`config.mk`:
```
export PLATFORM = sky130hd
export DESIGN_NAME = ctr_router_top
export DESIGN_NICKNAME = d
export VERILOG_FILES = /design/src/rtl/ctr_pkg.sv /design/src/rtl/ctr_timebase.sv /design/src/rtl/ctr_pw_fsm.sv /design/src/rtl/ctr_channel.sv /design/src/rtl/ctr_router_top.sv
export SDC_FILE = /design/constraint.sdc
export NUM_CORES = 1
export LEC_CHECK = 0
export BUFFER_PORTS_ARGS = -buffer_cell sky130_fd_sc_hd__buf_2
export CAP_MARGIN = 20
export CELL_PAD_IN_SITES_DETAIL_PLACEMENT = 0
export CELL_PAD_IN_SITES_GLOBAL_PLACEMENT = 1
export CORE_ASPECT_RATIO = 2
export CORE_MARGIN = 3
export CORE_UTILIZATION = 46
export CTS_CLUSTER_DIAMETER = 100
export CTS_CLUSTER_SIZE = 25
export DETAILED_ROUTE_END_ITERATION = 12
export PLACE_DENSITY_LB_ADDON = 0.2
export SYNTH_ARGS = -nofsm -noshare
export SYNTH_HDL_FRONTEND = slang
export SYNTH_SLANG_ARGS = --single-unit
```
`constraint.sdc`:
```
create_clock -name clk -period 2.69 [get_ports clk]
set_clock_uncertainty 0.05 [all_clocks]
set_input_delay 0.1345 -clock clk [delete_from_list [all_inputs] [get_ports clk]]
set_output_delay 0.1345 -clock clk [all_outputs]
set_load 0.03 [all_outputs]
```
`src/rtl/ctr_pkg.sv`:
```
package ctr_pkg;
  typedef enum logic [1:0] {
    CS_TIMEBASE = 2'b00,
    CS_PIN      = 2'b01,
    CS_CHAIN    = 2'b10,
    CS_OFF      = 2'b11
  } clk_src_e;

  typedef enum logic [1:0] {
    GS_ON    = 2'b00,
    GS_CHAIN = 2'b01,
    GS_PIN   = 2'b10,
    GS_MEAS  = 2'b11
  } gate_src_e;

  typedef struct packed {
    logic      gate_pol;
    gate_src_e gate_src;
    logic      clk_edge;
    clk_src_e  clk_src;
  } ctr_ctrl_t;

  typedef enum logic [2:0] {
    PW_IDLE,
    PW_WAIT,
    PW_HIGH,
    PW_LOW,
    PW_DONE
  } pw_state_e;

  localparam int CTRL_W = $bits(ctr_ctrl_t);
endpackage

```
`src/rtl/ctr_timebase.sv`:
```
module ctr_timebase #(
  parameter int DIV0   = 20,
  parameter int STAGES = 4
) (
  input  logic       clk,
  input  logic       rst,
  input  logic [1:0] sel,
  output logic       tb_clk
);
  localparam int W0 = (DIV0 > 1) ? $clog2(DIV0) : 1;

  logic [W0-1:0]     pre_q;
  logic [STAGES-1:0] pulse;

  always_ff @(posedge clk) begin
    if (rst) pre_q <= '0;
    else if (pre_q == W0'(DIV0 - 1)) pre_q <= '0;
    else pre_q <= pre_q + 1'b1;
  end
  assign pulse[0] = (pre_q == W0'(DIV0 - 1));

  for (genvar g = 1; g < STAGES; g++) begin : g_decade
    logic [3:0] dec_q;
    always_ff @(posedge clk) begin
      if (rst) dec_q <= '0;
      else if (pulse[g-1]) dec_q <= (dec_q == 4'd9) ? 4'd0 : dec_q + 4'd1;
    end
    assign pulse[g] = pulse[g-1] && (dec_q == 4'd9);
  end

  always_ff @(posedge clk) begin
    if (rst) tb_clk <= 1'b0;
    else     tb_clk <= pulse[sel];
  end

  // the timebase enable is a single-cycle pulse
  assert_tick_single_R5: assert property (@(posedge clk) disable iff (rst)
    tb_clk |=> !tb_clk);
endmodule

```
`src/rtl/ctr_pw_fsm.sv`:
```
module ctr_pw_fsm
  import ctr_pkg::*;
(
  input  logic clk,
  input  logic rst,
  input  logic arm,
  input  logic meas_pin,
  output logic meas_high,
  output logic meas_low,
  output logic busy
);
  logic [2:0] sync_q;
  pw_state_e  state_q;
  logic       rise, fall;

  always_ff @(posedge clk) begin
    if (rst) sync_q <= '0;
    else     sync_q <= {sync_q[1:0], meas_pin};
  end
  assign rise = sync_q[1] & ~sync_q[2];
  assign fall = ~sync_q[1] & sync_q[2];

  always_ff @(posedge clk) begin
    if (rst) state_q <= PW_IDLE;
    else if (arm) state_q <= PW_WAIT;
    else begin
      case (state_q)
        PW_WAIT: if (rise) state_q <= PW_HIGH;
        PW_HIGH: if (fall) state_q <= PW_LOW;
        PW_LOW:  if (rise) state_q <= PW_DONE;
        default: state_q <= state_q;
      endcase
    end
  end

  assign meas_high = (state_q == PW_HIGH);
  assign meas_low  = (state_q == PW_LOW);
  assign busy      = (state_q == PW_WAIT) || meas_high || meas_low;

  // completion is reached only at the end of a low phase
  assert_done_from_low_R9: assert property (@(posedge clk) disable iff (rst)
    (state_q == PW_DONE) |-> ($past(state_q) == PW_LOW || $past(state_q) == PW_DONE));
  // arming always restarts the wait for a rising edge
  assert_arm_waits_R9: assert property (@(posedge clk) disable iff (rst)
    arm |=> (state_q == PW_WAIT));
endmodule

```
`src/rtl/ctr_channel.sv`:
```
module ctr_channel
  import ctr_pkg::*;
#(
  parameter int CW = 16
) (
  input  logic          clk,
  input  logic          rst,
  input  ctr_ctrl_t     ctrl,
  input  logic          tb_clk,
  input  logic          pin_clk,
  input  logic          pin_gate,
  input  logic          chain_zero,
  input  logic          meas_high,
  input  logic          meas_low,
  input  logic          load,
  input  logic [CW-1:0] load_val,
  input  logic          reload,
  output logic [CW-1:0] count,
  output logic          zero,
  output logic          out_q
);
  logic [1:0]    clk_sync_q, gate_sync_q;
  logic          sel_clk, prev_clk_q, tick, gate_ok;
  logic [CW-1:0] cnt_q;

  always_ff @(posedge clk) begin
    if (rst) begin
      clk_sync_q  <= '0;
      gate_sync_q <= '0;
    end else begin
      clk_sync_q  <= {clk_sync_q[0], pin_clk};
      gate_sync_q <= {gate_sync_q[0], pin_gate};
    end
  end

  always_comb begin
    case (ctrl.clk_src)
      CS_TIMEBASE: sel_clk = tb_clk;
      CS_PIN:      sel_clk = clk_sync_q[1];
      CS_CHAIN:    sel_clk = chain_zero;
      default:     sel_clk = prev_clk_q;
    endcase
  end

  always_ff @(posedge clk) begin
    if (rst) prev_clk_q <= 1'b0;
    else     prev_clk_q <= sel_clk;
  end
  assign tick = ctrl.clk_edge ? (prev_clk_q & ~sel_clk) : (sel_clk & ~prev_clk_q);

  always_comb begin
    case (ctrl.gate_src)
      GS_ON:    gate_ok = 1'b1;
      GS_CHAIN: gate_ok = chain_zero ^ ctrl.gate_pol;
      GS_PIN:   gate_ok = gate_sync_q[1] ^ ctrl.gate_pol;
      default:  gate_ok = ctrl.gate_pol ? meas_low : meas_high;
    endcase
  end

  assign zero = (cnt_q == '0);

  always_ff @(posedge clk) begin
    if (rst) cnt_q <= '1;
    else if (load) cnt_q <= load_val;
    else if (reload) cnt_q <= '1;
    else if (tick && gate_ok && !zero) cnt_q <= cnt_q - 1'b1;
  end

  always_ff @(posedge clk) begin
    if (rst) out_q <= 1'b0;
    else     out_q <= zero;
  end

  assign count = cnt_q;

  // a count at zero stays there until reloaded
  assert_hold_zero_R4: assert property (@(posedge clk) disable iff (rst)
    (zero && !load && !reload) |=> (cnt_q == '0));
  // without a load the count moves down by at most one per cycle
  assert_single_step_R3: assert property (@(posedge clk) disable iff (rst)
    (!load && !reload) |=> (cnt_q == $past(cnt_q) || cnt_q == $past(cnt_q) - 1'b1));
  // a closed gate freezes the count
  assert_gate_freeze_R6: assert property (@(posedge clk) disable iff (rst)
    (!load && !reload && !gate_ok) |=> $stable(cnt_q));
endmodule

```
`src/rtl/ctr_router_top.sv`:
```
module ctr_router_top
  import ctr_pkg::*;
#(
  parameter int NUM_CTR = 3,
  parameter int CW      = 16,
  parameter int AW      = 3,
  parameter int TB_DIV0 = 20
) (
  input  logic           clk,
  input  logic           rst,
  input  logic           wr_en,
  input  logic [AW-1:0]  wr_addr,
  input  logic [CW-1:0]  wr_data,
  input  logic [AW-1:0]  rd_addr,
  output logic [CW-1:0]  rd_data,
  input  logic [NUM_CTR-1:0] ext_clk,
  input  logic [NUM_CTR-1:0] ext_gate,
  input  logic           meas_in,
  output logic [NUM_CTR-1:0] ctr_out
);
  localparam int CNT_BASE = 4;
  localparam int GLB_ADDR = 7;
  localparam int ARM_BIT  = 8;

  ctr_ctrl_t          ctrl_q [NUM_CTR];
  logic [1:0]         tb_sel_q;
  logic               tb_clk, arm, meas_high, meas_low, meas_busy;
  logic [CW-1:0]      count_w [NUM_CTR];
  logic [NUM_CTR-1:0] zero_w, load_w, reload_w;

  assign arm = wr_en && (wr_addr == AW'(GLB_ADDR)) && wr_data[ARM_BIT];

  always_ff @(posedge clk) begin
    if (rst) begin
      tb_sel_q <= '0;
      for (int i = 0; i < NUM_CTR; i++) ctrl_q[i] <= '0;
    end else if (wr_en) begin
      if (wr_addr == AW'(GLB_ADDR)) tb_sel_q <= wr_data[1:0];
      for (int i = 0; i < NUM_CTR; i++)
        if (wr_addr == AW'(i)) ctrl_q[i] <= ctr_ctrl_t'(wr_data[CTRL_W-1:0]);
    end
  end

  ctr_timebase #(.DIV0(TB_DIV0)) u_tb (
    .clk(clk), .rst(rst), .sel(tb_sel_q), .tb_clk(tb_clk)
  );

  ctr_pw_fsm u_pw (
    .clk(clk), .rst(rst), .arm(arm), .meas_pin(meas_in),
    .meas_high(meas_high), .meas_low(meas_low), .busy(meas_busy)
  );

  for (genvar g = 0; g < NUM_CTR; g++) begin : g_ctr
    localparam int PREV = (g + NUM_CTR - 1) % NUM_CTR;
    assign load_w[g]   = wr_en && (wr_addr == AW'(CNT_BASE + g));
    assign reload_w[g] = arm && (ctrl_q[g].gate_src == GS_MEAS);

    ctr_channel #(.CW(CW)) u_ch (
      .clk(clk), .rst(rst), .ctrl(ctrl_q[g]), .tb_clk(tb_clk),
      .pin_clk(ext_clk[g]), .pin_gate(ext_gate[g]), .chain_zero(zero_w[PREV]),
      .meas_high(meas_high), .meas_low(meas_low),
      .load(load_w[g]), .load_val(wr_data), .reload(reload_w[g]),
      .count(count_w[g]), .zero(zero_w[g]), .out_q(ctr_out[g])
    );

    // arming reloads a measurement counter to full scale
    assert_arm_reload_R9: assert property (@(posedge clk) disable iff (rst)
      (reload_w[g] && !load_w[g]) |=> (count_w[g] == '1));
  end

  always_ff @(posedge clk) begin
    if (rst) rd_data <= '0;
    else begin
      rd_data <= '0;
      if (rd_addr == AW'(GLB_ADDR)) rd_data[1:0] <= tb_sel_q;
      for (int i = 0; i < NUM_CTR; i++) begin
        if (rd_addr == AW'(i)) begin
          rd_data[CTRL_W-1:0] <= ctrl_q[i];
          rd_data[CW-1] <= meas_busy && (ctrl_q[i].gate_src == GS_MEAS);
        end
        if (rd_addr == AW'(CNT_BASE + i)) rd_data <= count_w[i];
      end
    end
  end
endmodule

```
==> results <==
- Of the available clock period, the critical path in the final layout requires 0.969.
- The post-synthesis net count is 840.
- The worst-case headroom to the max-slew limit is 0.315.
- The routed design uses 1060 microns of met3 wire.
- The dominant combinational cell family by area after synthesis is simple AND/OR/NAND/NOR gates.
- The die is 92.0 microns wide.
- The run finished with clean final reports.
- The maximum root-to-sink buffer count is 2.
- After the last flow step, the layout net total stands at 925.
- The netlist area before placement is 0.00680 sq mm.
- Of the post-synthesis cell area, the dominant cell type holds 0.318.
- Across the VDD grid, the largest voltage drop is 0.423 mV.
- The number of antenna diodes in the final layout is 0.
- In the global route stage, overall resource usage came out at 0.299.
- The total of warnings raised by yosys is 0.
- The later pin in the worst-skew pair is clocked with a latency of 0.43 ns.
- After detailed placement, the design holds a cell count of 1042.
- Based on the critical path, the design can be clocked at up to 0.384 GHz.
- The number of antenna violations at the first check in global routing was 0.
- The count of input and output buffers is 50.
- The number of sinks driven by the clock tree is 126.
- Data on the critical path is required at its endpoint by 2.95 ns.
- Of the total synthesized cell area, the portion taken by XOR and XNOR cells is 0.0374.
- Of the total synthesized cell area, the portion taken by full adders, half adders and majority gates is 0.0313.
- The floorplan step defined a core boundary enclosing 0.0144 sq mm.
- The count of fill cells added during filler insertion is 1387.
- The final max-slew violation count came to 0.
- The share of the Yosys chip area taken by registers is 0.397.
- Dividing the detail-routed via count by the number of cells gives 6.09.
- The total of flip-flops plus latches after synthesis is 126.
- At the pin with the least slew margin, the transition time is 1.02 ns.
- The number of unique standard cell types used by synthesis is 72.
- The initial core utilization is 0.471.
- In this run the static leakage power is 3.27 nW.
- Summed over all nets, wire length on met2 after detailed routing comes to 12800 microns.
- The category of the most critical setup path is flop to flop.
- The worst hold path class is input pin to flop.
- Summed over all layers, the global routing overflow is 0.
- In this run, CTS created clock tree buffers numbering 17.
- The top cell types in the final layout, fill and taps aside, are sky130_fd_sc_hd__dfxtp_1, sky130_fd_sc_hd__nor2_1, sky130_fd_sc_hd__nand2_1.
- The largest total area in the synthesized netlist belongs to sky130_fd_sc_hd__dfxtp_1.
- The tool flagged a number of max-cap violations equal to 0.
- The post-synthesis compound-gate area fraction is 0.200.
- The clock tree from TritonCTS is done.
- Setup violations remaining at the end of the flow were counted as 0.
- The mean post-synth cell area is 8.60 sq um.
- The detailed router put a total of 8630 microns of wire on met1.
- The most frequently used flop master after synthesis is sky130_fd_sc_hd__dfxtp_1.
- Total power for the finished layout comes to 0.00487 W.
- The clock root buffer is sky130_fd_sc_hd__clkbuf_16.
- Along the worst path, the maximum fanout reaches 16.
- The number of standard-cell rows in the floorplan is 62.
- The placer's final routability congestion estimate is 1.07.
- The detailed-routing iteration count for the pre-antenna-repair pass is 6.
- Yosys mapped a number of flops with a built-in enable equal to 18.
- The routed layout has 6578 vias.
- The post-CTS setup repair buffer count is 0.
- The worst path arrival time is 2.86 ns.
- Sorting the synthesized cells by area gives the leading types as sky130_fd_sc_hd__dfxtp_1, sky130_fd_sc_hd__edfxtp_1, sky130_fd_sc_hd__nor2_1.
- The final core area utilization is 0.567.
- The vertical extent of the die is 178 microns.
- The average detailed-routed wire length per instance is 22.5 microns.
- The relative area change from synthesis to final layout is 20.3%.
- The I/O pin total is 51.
- The post-route minimum period is 2.61 ns.
- The number of nets with antenna violations after routing is 0.
- The first-pass GRT wire length is 36500 microns.
- The fraction of synthesis flops using an asynchronous set or reset pin is 0.
- The depth of the CTS H-tree is 4.
- The simple logic cell fraction of the synthesized area is 0.248.
- After clock tree synthesis, the clock-pin slew on the worst setup and hold paths is 0.06 ns.
- The detailed router finished its first iteration with 396 violations.
- The post-synthesis instance total is 791.
- The hold violation count in the final report is 0.
- Leaving out filler cells and counting taps, the final layout contains 1081.
- The floorplan die area is 0.0164 sq mm.
- Measured against the total synthesized area, the mux share comes to 0.0462.
- In the routed design, unresolved DRC markers number 0.
- The final total negative setup slack is 0 ns.
- For this design the ratio of total power to cell area is 595 mW/mm^2.
- The largest net degree at the start of global routing is 47.
- The highest layer touched by signal routing is met4.
- STA classifies the critical path startpoint as a flop.
- The wire-length estimate of the detail-placed layout is 18200 microns.
- The via count of the first global-routing pass is 6346.
- The fraction of final layout cells sized beyond drive strength 1 is 0.178.
- Summed over all layers, the routed wires come to 24300 microns.
- The library cell used most frequently in the layout, excluding fill and tap cells, is sky130_fd_sc_hd__dfxtp_1.
- The kind of end point of the critical path is a flop.
[final cells by class]
class | instances | area [sq um] | area share
Timing Repair Buffer | 110 | 718 | 0.0878
Tap cell | 192 | 240 | 0.0294
Clock buffer | 18 | 429 | 0.0525
Sequential cell | 126 | 2700 | 0.330
Inverter | 24 | 90.1 | 0.0110
Multi-Input combinational cell | 597 | 3860 | 0.472
Clock inverter | 14 | 140 | 0.0171
[metrics by stage]
stage / hold WS (ns) / cell area [sq um] / setup WS, ns
global route: 0.0436 / 8180 / -0.0000486
global placement: 0.291 / 7500 / 0.169
CTS: 0.0197 / 8150 / 0.0567
finish: 0.0273 / 8180 / 0.0833
floorplan: 0.213 / 6800 / 0.309
detailed placement: 0.303 / 7500 / 0.0274
[where the power goes]
| group | internal (W) | leakage (nW) | switching (W) |
|---|---|---|---|
| Combinational | 0.000205 | 1.94 | 0.000345 |
| Clock | 0.00136 | 0.271 | 0.000897 |
| Sequential | 0.00199 | 1.06 | 0.0000717 |
[cell usage after synthesis (all sizes together), types with 18 or more instances]
library cell    n
clkbuf         33
o22ai          19
edfxtp         18
a21oi          39
dfxtp         108
o21ai          42
nand2          62
nor2           97
inv            24
nand3          20
mux2i          19
nor2b          25
nor3           33
[registers in the layout, summed over array words and instances, names as in the netlist, 5 cells and up]
name and count:
g_ctr.u_ch.clk_sync_q 6, rd_data 16, u_tb.pre_q 5, g_ctr.u_ch.count 48, u_tb.g_decade.dec_q 12, g_ctr.u_ch.gate_sync_q 6
ctrl_q 18
[critical path, cell delays in order, from the launching register on]
cell and delay [ns]:
sky130_fd_sc_hd__edfxtp_1 0.39, sky130_fd_sc_hd__inv_1 0.06, sky130_fd_sc_hd__ha_1 0.31, sky130_fd_sc_hd__or3b_2 0.48, sky130_fd_sc_hd__mux2i_2 0.22, sky130_fd_sc_hd__nor2_1 0.09
sky130_fd_sc_hd__o31a_1 0.33, sky130_fd_sc_hd__buf_4 0.21, sky130_fd_sc_hd__a221o_1 0.35
[per-layer routing]
layer	up-vias	global-route usage
li1	3063	-
met1	3176	0.303
met2	265	0.550
met3	74	0.0424
met4	0	0.209
met5	-	0
[repair_timing]
item / 4_1_cts / 5_1_grt
hold endpoints to repair: 7 / 0
pin swaps: 0 / 0
resized for setup: 1 / 5
endpoints found under the setup margin: 1 / 13
hold buffers: 7 / 0
[path summary, 6_finish.rpt]
| kind | endpoint | slack (ns) | depth (start not counted) | startpoint |
|---|---|---|---|---|
| setup / recovery | g_ctr[0].u_ch.count[6]$_SDFFE_PP1P_ | 0.08 | 8 | ctrl_q[0][4]$_DFFE_PP_ |
| hold reg to reg | g_ctr[0].u_ch.clk_sync_q[1]$_SDFF_PP0_ | 0.39 | 1 | g_ctr[0].u_ch.clk_sync_q[0]$_SDFF_PP0_ |
| hold / removal | g_ctr[2].u_ch.count[7]$_SDFFE_PP1P_ | 0.03 | 3 | wr_data[7] |
| setup reg to reg | g_ctr[0].u_ch.count[6]$_SDFFE_PP1P_ | 0.08 | 8 | ctrl_q[0][4]$_DFFE_PP_ |
[logic make-up after synthesis]
group,after synthesis
compound gates,201
simple gates,324
xor+xnor,29
fa+ha+maj,17
flops,126
mux,26
buf+inv,68
No activity file was read; power rests on OpenSTA's default activity.
